===== config.mk =====
export PLATFORM = sky130hd
export DESIGN_NAME = dbg_irq_expander
export DESIGN_NICKNAME = d
export VERILOG_FILES = /design/src/rtl/dbg_irq_pkg.sv /design/src/rtl/dbg_irq_sync.sv /design/src/rtl/dbg_irq_core.sv /design/src/rtl/dbg_irq_regs.sv /design/src/rtl/dbg_irq_expander.sv
export SDC_FILE = /design/constraint.sdc
export NUM_CORES = 1
export LEC_CHECK = 0
export BUFFER_PORTS_ARGS = -buffer_cell sky130_fd_sc_hd__buf_2
export CORE_UTILIZATION = 30
export DETAILED_ROUTE_END_ITERATION = 8
export SYNTH_ARGS = -nofsm -noshare
export SYNTH_HDL_FRONTEND = slang
export SYNTH_HIERARCHICAL = 1
export SYNTH_SLANG_ARGS = --single-unit
export TNS_END_PERCENT = 30

===== constraint.sdc =====
create_clock -name clk -period 5.6 [get_ports clk]
set_input_delay 1.12 -clock clk [delete_from_list [all_inputs] [get_ports clk]]
set_output_delay 1.12 -clock clk [all_outputs]
set_load 0.03 [all_outputs]

===== src/rtl/dbg_irq_pkg.sv =====
// Package: shared widths, word offsets and the decode-select type for the
// interrupt expander. Assumes an 8-bit byte address and 16-bit words.
package dbg_irq_pkg;
    localparam int DATA_W  = 16;
    localparam int ADDR_W  = 8;
    localparam int NUM_SRC = 5;

    localparam logic [ADDR_W-1:0] OFF_LED  = 8'h00;
    localparam logic [ADDR_W-1:0] OFF_BTN  = 8'h08;
    localparam logic [ADDR_W-1:0] OFF_STAT = 8'h10;
    localparam logic [ADDR_W-1:0] OFF_CLR  = 8'h20;
    localparam logic [ADDR_W-1:0] OFF_MASK = 8'h38;
    localparam logic [ADDR_W-1:0] OFF_SIGA = 8'h40;
    localparam logic [ADDR_W-1:0] OFF_SIGB = 8'h48;
    localparam logic [ADDR_W-1:0] OFF_VER  = 8'h50;
    localparam logic [ADDR_W-1:0] OFF_SIGC = 8'h58;
    localparam logic [ADDR_W-1:0] OFF_MRST = 8'h60;
    localparam logic [ADDR_W-1:0] OFF_BID  = 8'h68;

    localparam logic [DATA_W-1:0] SIG_A = 16'hAAAA;
    localparam logic [DATA_W-1:0] SIG_B = 16'h5555;
    localparam logic [DATA_W-1:0] SIG_C = 16'hCAFE;

    typedef struct packed {
        logic led;
        logic btn;
        logic stat;
        logic clr;
        logic mask;
        logic siga;
        logic sigb;
        logic ver;
        logic sigc;
        logic mrst;
        logic bid;
    } sel_t;
endpackage


===== src/rtl/dbg_irq_sync.sv =====
// Module: multi-stage synchronizer plus rising-edge detector for the
// interrupt sources. Assumes sources are slow levels; reset clears all
// stages, so a source already high after reset yields one rising edge.
module dbg_irq_sync #(
    parameter int NUM_SRC     = 5,
    parameter int SYNC_STAGES = 2
) (
    input  logic               clk,
    input  logic               rst_n,
    input  logic [NUM_SRC-1:0] src_in,
    output logic [NUM_SRC-1:0] rise
);
    localparam int LAST = SYNC_STAGES - 1;

    logic [NUM_SRC-1:0] stage [SYNC_STAGES];
    logic [NUM_SRC-1:0] prev_q;

    // First stage samples the raw inputs.
    always_ff @(posedge clk) begin
        if (!rst_n) stage[0] <= '0;
        else        stage[0] <= src_in;
    end

    // Remaining stages form the synchronizer chain.
    for (genvar k = 1; k < SYNC_STAGES; k++) begin : g_stage
        always_ff @(posedge clk) begin
            if (!rst_n) stage[k] <= '0;
            else        stage[k] <= stage[k-1];
        end
    end

    // Delayed copy of the synchronized level for edge detection.
    always_ff @(posedge clk) begin
        if (!rst_n) prev_q <= '0;
        else        prev_q <= stage[LAST];
    end

    // A rising edge is a synchronized one that was zero last cycle.
    always_comb rise = stage[LAST] & ~prev_q;
endmodule


===== src/rtl/dbg_irq_core.sv =====
// Module: sticky status, mask and clear registers plus the active-low
// parent line. Assumes write strobes are single-cycle and already decoded.
module dbg_irq_core #(
    parameter int NUM_SRC = 5
) (
    input  logic               clk,
    input  logic               rst_n,
    input  logic [NUM_SRC-1:0] rise,
    input  logic               wr_mask,
    input  logic               wr_clr,
    input  logic [NUM_SRC-1:0] wdata,
    output logic [NUM_SRC-1:0] status,
    output logic [NUM_SRC-1:0] mask,
    output logic [NUM_SRC-1:0] clr,
    output logic               irq_n
);
    // Mask register, all sources disabled at reset.
    always_ff @(posedge clk) begin
        if (!rst_n)       mask <= '1;
        else if (wr_mask) mask <= wdata;
    end

    // Clear register, holds its value until software rewrites it.
    always_ff @(posedge clk) begin
        if (!rst_n)      clr <= '0;
        else if (wr_clr) clr <= wdata;
    end

    // Status bits latch edges and are held clear by clear bits.
    always_ff @(posedge clk) begin
        if (!rst_n) status <= '0;
        else        status <= (status | rise) & ~clr;
    end

    // Parent line asserted low while any enabled status bit is set.
    always_comb irq_n = ~|(status & ~mask);

    a_r4_latch_edge: assert property (@(posedge clk) disable iff (!rst_n)
        ((rise & ~clr) != '0) |=> ((status & $past(rise & ~clr)) == $past(rise & ~clr)));

    a_r6_hold_clear: assert property (@(posedge clk) disable iff (!rst_n)
        (clr != '0) |=> ((status & $past(clr)) == '0));

    a_r10_sticky: assert property (@(posedge clk) disable iff (!rst_n)
        ((status & ~clr) != '0) |=> ((status & $past(status & ~clr)) == $past(status & ~clr)));
endmodule


===== src/rtl/dbg_irq_regs.sv =====
// Module: address decode, plain read/write words and the read multiplexer.
// Assumes full-address decode and combinational read data.
module dbg_irq_regs
    import dbg_irq_pkg::*;
#(
    parameter int               NUM_SRC  = 5,
    parameter logic [DATA_W-1:0] CODE_VER = 16'h0103,
    parameter logic [DATA_W-1:0] BOARD_ID = 16'h0051
) (
    input  logic               clk,
    input  logic               rst_n,
    input  logic [ADDR_W-1:0]  bus_addr,
    input  logic               bus_wr,
    input  logic [DATA_W-1:0]  bus_wdata,
    output logic [DATA_W-1:0]  bus_rdata,
    input  logic [DATA_W-1:0]  btn_in,
    input  logic [NUM_SRC-1:0] status,
    input  logic [NUM_SRC-1:0] mask,
    input  logic [NUM_SRC-1:0] clr,
    output logic               wr_mask,
    output logic               wr_clr,
    output logic [DATA_W-1:0]  led_out,
    output logic [DATA_W-1:0]  mod_rst_out
);
    localparam int PAD_W = DATA_W - NUM_SRC;

    sel_t sel;

    // One-hot select of the addressed word.
    always_comb begin
        sel      = '0;
        sel.led  = (bus_addr == OFF_LED);
        sel.btn  = (bus_addr == OFF_BTN);
        sel.stat = (bus_addr == OFF_STAT);
        sel.clr  = (bus_addr == OFF_CLR);
        sel.mask = (bus_addr == OFF_MASK);
        sel.siga = (bus_addr == OFF_SIGA);
        sel.sigb = (bus_addr == OFF_SIGB);
        sel.ver  = (bus_addr == OFF_VER);
        sel.sigc = (bus_addr == OFF_SIGC);
        sel.mrst = (bus_addr == OFF_MRST);
        sel.bid  = (bus_addr == OFF_BID);
    end

    // Write strobes passed to the interrupt core.
    always_comb begin
        wr_mask = bus_wr & sel.mask;
        wr_clr  = bus_wr & sel.clr;
    end

    // LED word register.
    always_ff @(posedge clk) begin
        if (!rst_n)                led_out <= '0;
        else if (bus_wr & sel.led) led_out <= bus_wdata;
    end

    // Module-reset word register.
    always_ff @(posedge clk) begin
        if (!rst_n)                 mod_rst_out <= '0;
        else if (bus_wr & sel.mrst) mod_rst_out <= bus_wdata;
    end

    // Read multiplexer, zero for unmapped offsets.
    always_comb begin
        bus_rdata = '0;
        if (sel.led)  bus_rdata = led_out;
        if (sel.btn)  bus_rdata = btn_in;
        if (sel.stat) bus_rdata = {{PAD_W{1'b0}}, status};
        if (sel.clr)  bus_rdata = {{PAD_W{1'b0}}, clr};
        if (sel.mask) bus_rdata = {{PAD_W{1'b0}}, mask};
        if (sel.siga) bus_rdata = SIG_A;
        if (sel.sigb) bus_rdata = SIG_B;
        if (sel.ver)  bus_rdata = CODE_VER;
        if (sel.sigc) bus_rdata = SIG_C;
        if (sel.mrst) bus_rdata = mod_rst_out;
        if (sel.bid)  bus_rdata = BOARD_ID;
    end

    a_r7_led_write: assert property (@(posedge clk) disable iff (!rst_n)
        (bus_wr && bus_addr == OFF_LED) |=> (led_out == $past(bus_wdata)));

    a_r7_mrst_write: assert property (@(posedge clk) disable iff (!rst_n)
        (bus_wr && bus_addr == OFF_MRST) |=> (mod_rst_out == $past(bus_wdata)));
endmodule


===== src/rtl/dbg_irq_expander.sv =====
// Module: top of the debug-board interrupt expander. Joins the source
// synchronizer, the interrupt core and the register bank. Assumes one
// clock domain, synchronous active-low reset.
module dbg_irq_expander
    import dbg_irq_pkg::*;
#(
    parameter int                SYNC_STAGES = 2,
    parameter logic [DATA_W-1:0] CODE_VER    = 16'h0103,
    parameter logic [DATA_W-1:0] BOARD_ID    = 16'h0051
) (
    input  logic               clk,
    input  logic               rst_n,
    input  logic [ADDR_W-1:0]  bus_addr,
    input  logic               bus_wr,
    input  logic [DATA_W-1:0]  bus_wdata,
    output logic [DATA_W-1:0]  bus_rdata,
    input  logic [NUM_SRC-1:0] src_irq,
    input  logic [DATA_W-1:0]  btn_in,
    output logic [DATA_W-1:0]  led_out,
    output logic [DATA_W-1:0]  mod_rst_out,
    output logic               irq_n
);
    logic [NUM_SRC-1:0] rise_w;
    logic [NUM_SRC-1:0] status_w;
    logic [NUM_SRC-1:0] mask_w;
    logic [NUM_SRC-1:0] clr_w;
    logic               wr_mask_w;
    logic               wr_clr_w;

    dbg_irq_sync #(
        .NUM_SRC     (NUM_SRC),
        .SYNC_STAGES (SYNC_STAGES)
    ) sync_i (
        .clk    (clk),
        .rst_n  (rst_n),
        .src_in (src_irq),
        .rise   (rise_w)
    );

    dbg_irq_core #(
        .NUM_SRC (NUM_SRC)
    ) core_i (
        .clk     (clk),
        .rst_n   (rst_n),
        .rise    (rise_w),
        .wr_mask (wr_mask_w),
        .wr_clr  (wr_clr_w),
        .wdata   (bus_wdata[NUM_SRC-1:0]),
        .status  (status_w),
        .mask    (mask_w),
        .clr     (clr_w),
        .irq_n   (irq_n)
    );

    dbg_irq_regs #(
        .NUM_SRC  (NUM_SRC),
        .CODE_VER (CODE_VER),
        .BOARD_ID (BOARD_ID)
    ) regs_i (
        .clk         (clk),
        .rst_n       (rst_n),
        .bus_addr    (bus_addr),
        .bus_wr      (bus_wr),
        .bus_wdata   (bus_wdata),
        .bus_rdata   (bus_rdata),
        .btn_in      (btn_in),
        .status      (status_w),
        .mask        (mask_w),
        .clr         (clr_w),
        .wr_mask     (wr_mask_w),
        .wr_clr      (wr_clr_w),
        .led_out     (led_out),
        .mod_rst_out (mod_rst_out)
    );

    a_r5_parent_needs_status: assert property (@(posedge clk) disable iff (!rst_n)
        !irq_n |-> (status_w != '0));

    a_r5_full_mask_quiet: assert property (@(posedge clk) disable iff (!rst_n)
        (bus_wr && bus_addr == OFF_MASK && (&bus_wdata[NUM_SRC-1:0])) |=> irq_n);
endmodule


==> flow_summary_export.csv <==
group,metric,value,unit
status,status,"finished, final reports clean",
worst_hold_path,worstHoldPathCells,1,
timing,slew_violations,0,
layout,fin_nets,489,
critical_path,reg2reg_depth,3,
logic_synthesis,yosys_warnings,6,
global_route,grt_pass1_vias,2682,
place,postPlaceCellArea,3630,µm²
critical_path,required,4480,ps
detailed_routing,via_per_inst,4.91,
logic_synthesis,synth_edf_count,0,
clock_network,cts_tree,"built",
critical_path,worstSetupPathType,"in -> out",
clock_network,cts-hold-fix-buffers,0,
global_route,overflow,0,
job,maxCapViolCount,0,
clock_network,cts_made_buffers,9,
critical_path,path_buf_inv,2,
global_route,grt_first_pass_wirelength,14.6,mm
worst_hold_path,hold_path.class,"reg -> reg",
global_route,grt_use_total,0.171,
global_route,grt_antenna_before_repair,1,
clock_network,clk_path_buf_depth,2,
critical_path,crit_chain,"buf_2 -> nor2b_1 -> a21oi_1 -> or2_2 -> o211ai_1 -> o311a_1 -> buf_2",
floorplan,ios,97,
detailed_routing,wl_per_cell,15.8,µm
critical_path,start_kind,"input port",
detailed_routing,drcViolationCount,0,
clock_network,clock_latency,340,ps
logic_synthesis,synth_area_per_cell,8.79,µm²
timing,tns,0,ps
place,gp_congestion,0.861,
logic_synthesis,synth_ff_type,"dfxtp_1",
floorplan,die_w,104,µm
layout,drive_gt1_frac,0.345,
timing,worst_slew_pin_slew,894,ps
timing,slew_headroom,0.404,
timing,min_period,4220,ps
timing,hold_viol,0,
logic_synthesis,netlist_area,3130,µm²
detailed_routing,drtPass1Iterations,5,
logic_synthesis,async_flop_share,0,
clock_network,root_buffer,"clkbuf_8",
critical_path,arrival,3100,ps
floorplan,start_util,0.314,
place,port_buffers,96,
power_and_ir_drop,p_leak,0.00154,µW
floorplan,rows,36,
logic_synthesis,syn-instance-count,356,
critical_path,end_kind,"output pin",
critical_path,path_max_fanout,33,
clock_network,cts_resized,0,
detailed_routing,drt_iter0_markers,186,
detailed_routing,dr_total_vias,2846,
timing,fin_crit_sh,0.753,
critical_path,crit_family,"buffers and inverters",
timing,setup_violations,0,
critical_path,slowest_stage,"buf_2",
critical_path,cp_common_cell,"buf_2",
detailed_routing,routed_wl,9.14,mm
clock_network,htreeDepth,3,
timing,fmax,0.237,GHz
place,hpwlAfterDp,6.56,mm
timing,skew,5.82,ps
logic_synthesis,syn-num-nets,404,
clock_network,cts_sinks,62,
critical_path,max_stage_delay,610,ps
logic_synthesis,ys_types,52,
logic_synthesis,synth-seq-cells,62,
detailed_routing,drtAntennaViolNets,0,
logic_synthesis,seq_area_frac_synth,0.397,
power_and_ir_drop,ir_drop,92.0,µV
floorplan,core,9950,µm²
floorplan,die_h,104,µm
layout,area_growth,22.6,%
layout,stdcell_area,3840,µm²
global_route,grt_max_degree,63,
floorplan,dieArea,10800,µm²
power_and_ir_drop,power.density,245,nW/µm²
critical_path,cp.depth,7,
clock_network,cts_setup_buffers,0,
clock_network,clk_pin_slew,70,ps
timing,rsz0062_at_grt,"no",
layout,fill_cells,997,
flip-flops by register name, indices dropped and copies added, names as in the netlist:
signal,flops
regs_i/led_out,16
regs_i/mod_rst_out,16
sync_i/stage,10
core_i/clr,5
core_i/mask,5
core_i/status,5
sync_i/prev_q,5
stage by stage:
stage	worst slack (ps)	std cells	utilization	hold WS (ps)	power, µW
global placement	1430	563	0.364	418	542
floorplan	1870	356	-	412	509
detailed placement	1380	563	0.364	422	543
CTS	1380	579	0.385	438	949
finish	1380	580	0.385	433	939
global route	1260	579	0.385	455	983
final cells by class:
| cell class | count | area, µm² | share of cell area |
|---|---|---|---|
| multi-input cells | 262 | 1700 | 0.443 |
| flip-flops and latches | 62 | 1240 | 0.323 |
| repair buffers | 96 | 480 | 0.125 |
| well taps | 133 | 166 | 0.0434 |
| clock buffers | 11 | 151 | 0.0395 |
| clock inverters | 5 | 57.6 | 0.0150 |
| inverters | 10 | 37.5 | 0.00978 |
| diodes | 1 | 2.50 | 0.000652 |
report_power, final:
group / leakage (µW) / total, µW / switching (µW) / internal (µW)
Clock: 0.0000976 / 405 / 176 / 229
Combinational: 0.000943 / 83.0 / 47.2 / 35.8
Sequential: 0.000503 / 451 / 3.07 / 447
final timing paths:
| path | from | to | slack [ps] |
|---|---|---|---|
| setup / recovery | bus_addr[3] | bus_rdata[3] | 1380 |
| hold / removal | sync_i/stage[0][1] | sync_i/stage[1][1] | 430 |
| setup reg to reg | sync_i/stage[1][3] | core_i/status[3] | 4820 |
| hold reg to reg | sync_i/stage[0][1] | sync_i/stage[1][1] | 430 |
placed cells by master (no fill, tap or decap), types with 8 or more instances in the layout:
cell type,instances
a21oi_1,10
a21boi_0,12
mux2i_1,21
o21a_1,8
inv_1,10
nor2b_1,13
a21boi_2,20
o21ai_0,11
buf_2,96
nor2_1,15
and2_2,12
clkbuf_8,11
dfxtp_1,62
nand2_1,78
layer usage:
layer  track usage  share of wire
met1         0.237           0.47
met4        0.0490          0.011
met3        0.0426          0.070
met2         0.262           0.45
met5             0              0
cells in the mapped netlist, types with 3 or more instances:
| cell type | n | share of area |
|---|---|---|
| nand3_1 | 5 | 0.0080 |
| a21oi_1 | 10 | 0.016 |
| clkbuf_1 | 5 | 0.0060 |
| and2_1 | 4 | 0.0080 |
| a21boi_0 | 12 | 0.029 |
| dfxtp_1 | 62 | 0.40 |
| buf_6 | 7 | 0.025 |
| o21a_1 | 8 | 0.019 |
| and3_2 | 3 | 0.0072 |
| nor3b_1 | 5 | 0.012 |
| and2_2 | 12 | 0.029 |
| o22ai_1 | 5 | 0.010 |
| o21ai_0 | 11 | 0.018 |
| o32ai_1 | 3 | 0.0084 |
| mux2i_1 | 21 | 0.067 |
| buf_2 | 9 | 0.014 |
| nor2b_1 | 13 | 0.026 |
| inv_1 | 10 | 0.012 |
| nor2_1 | 15 | 0.018 |
| a21boi_2 | 20 | 0.072 |
| nand2_1 | 78 | 0.094 |
| a22oi_1 | 4 | 0.0096 |
cell families (layout without fill, tap and decap cells):
family / after synthesis / count (layout) / share of synthesized area
simple gates: 149 / 149 / 0.242
compound gates: 90 / 90 / 0.228
xor+xnor: 1 / 1 / 0.00280
flops: 62 / 62 / 0.397
mux: 22 / 22 / 0.0708
other cells: 0 / 1 / 0
buf+inv: 32 / 122 / 0.0600
(Power assumes the default switching activity.)
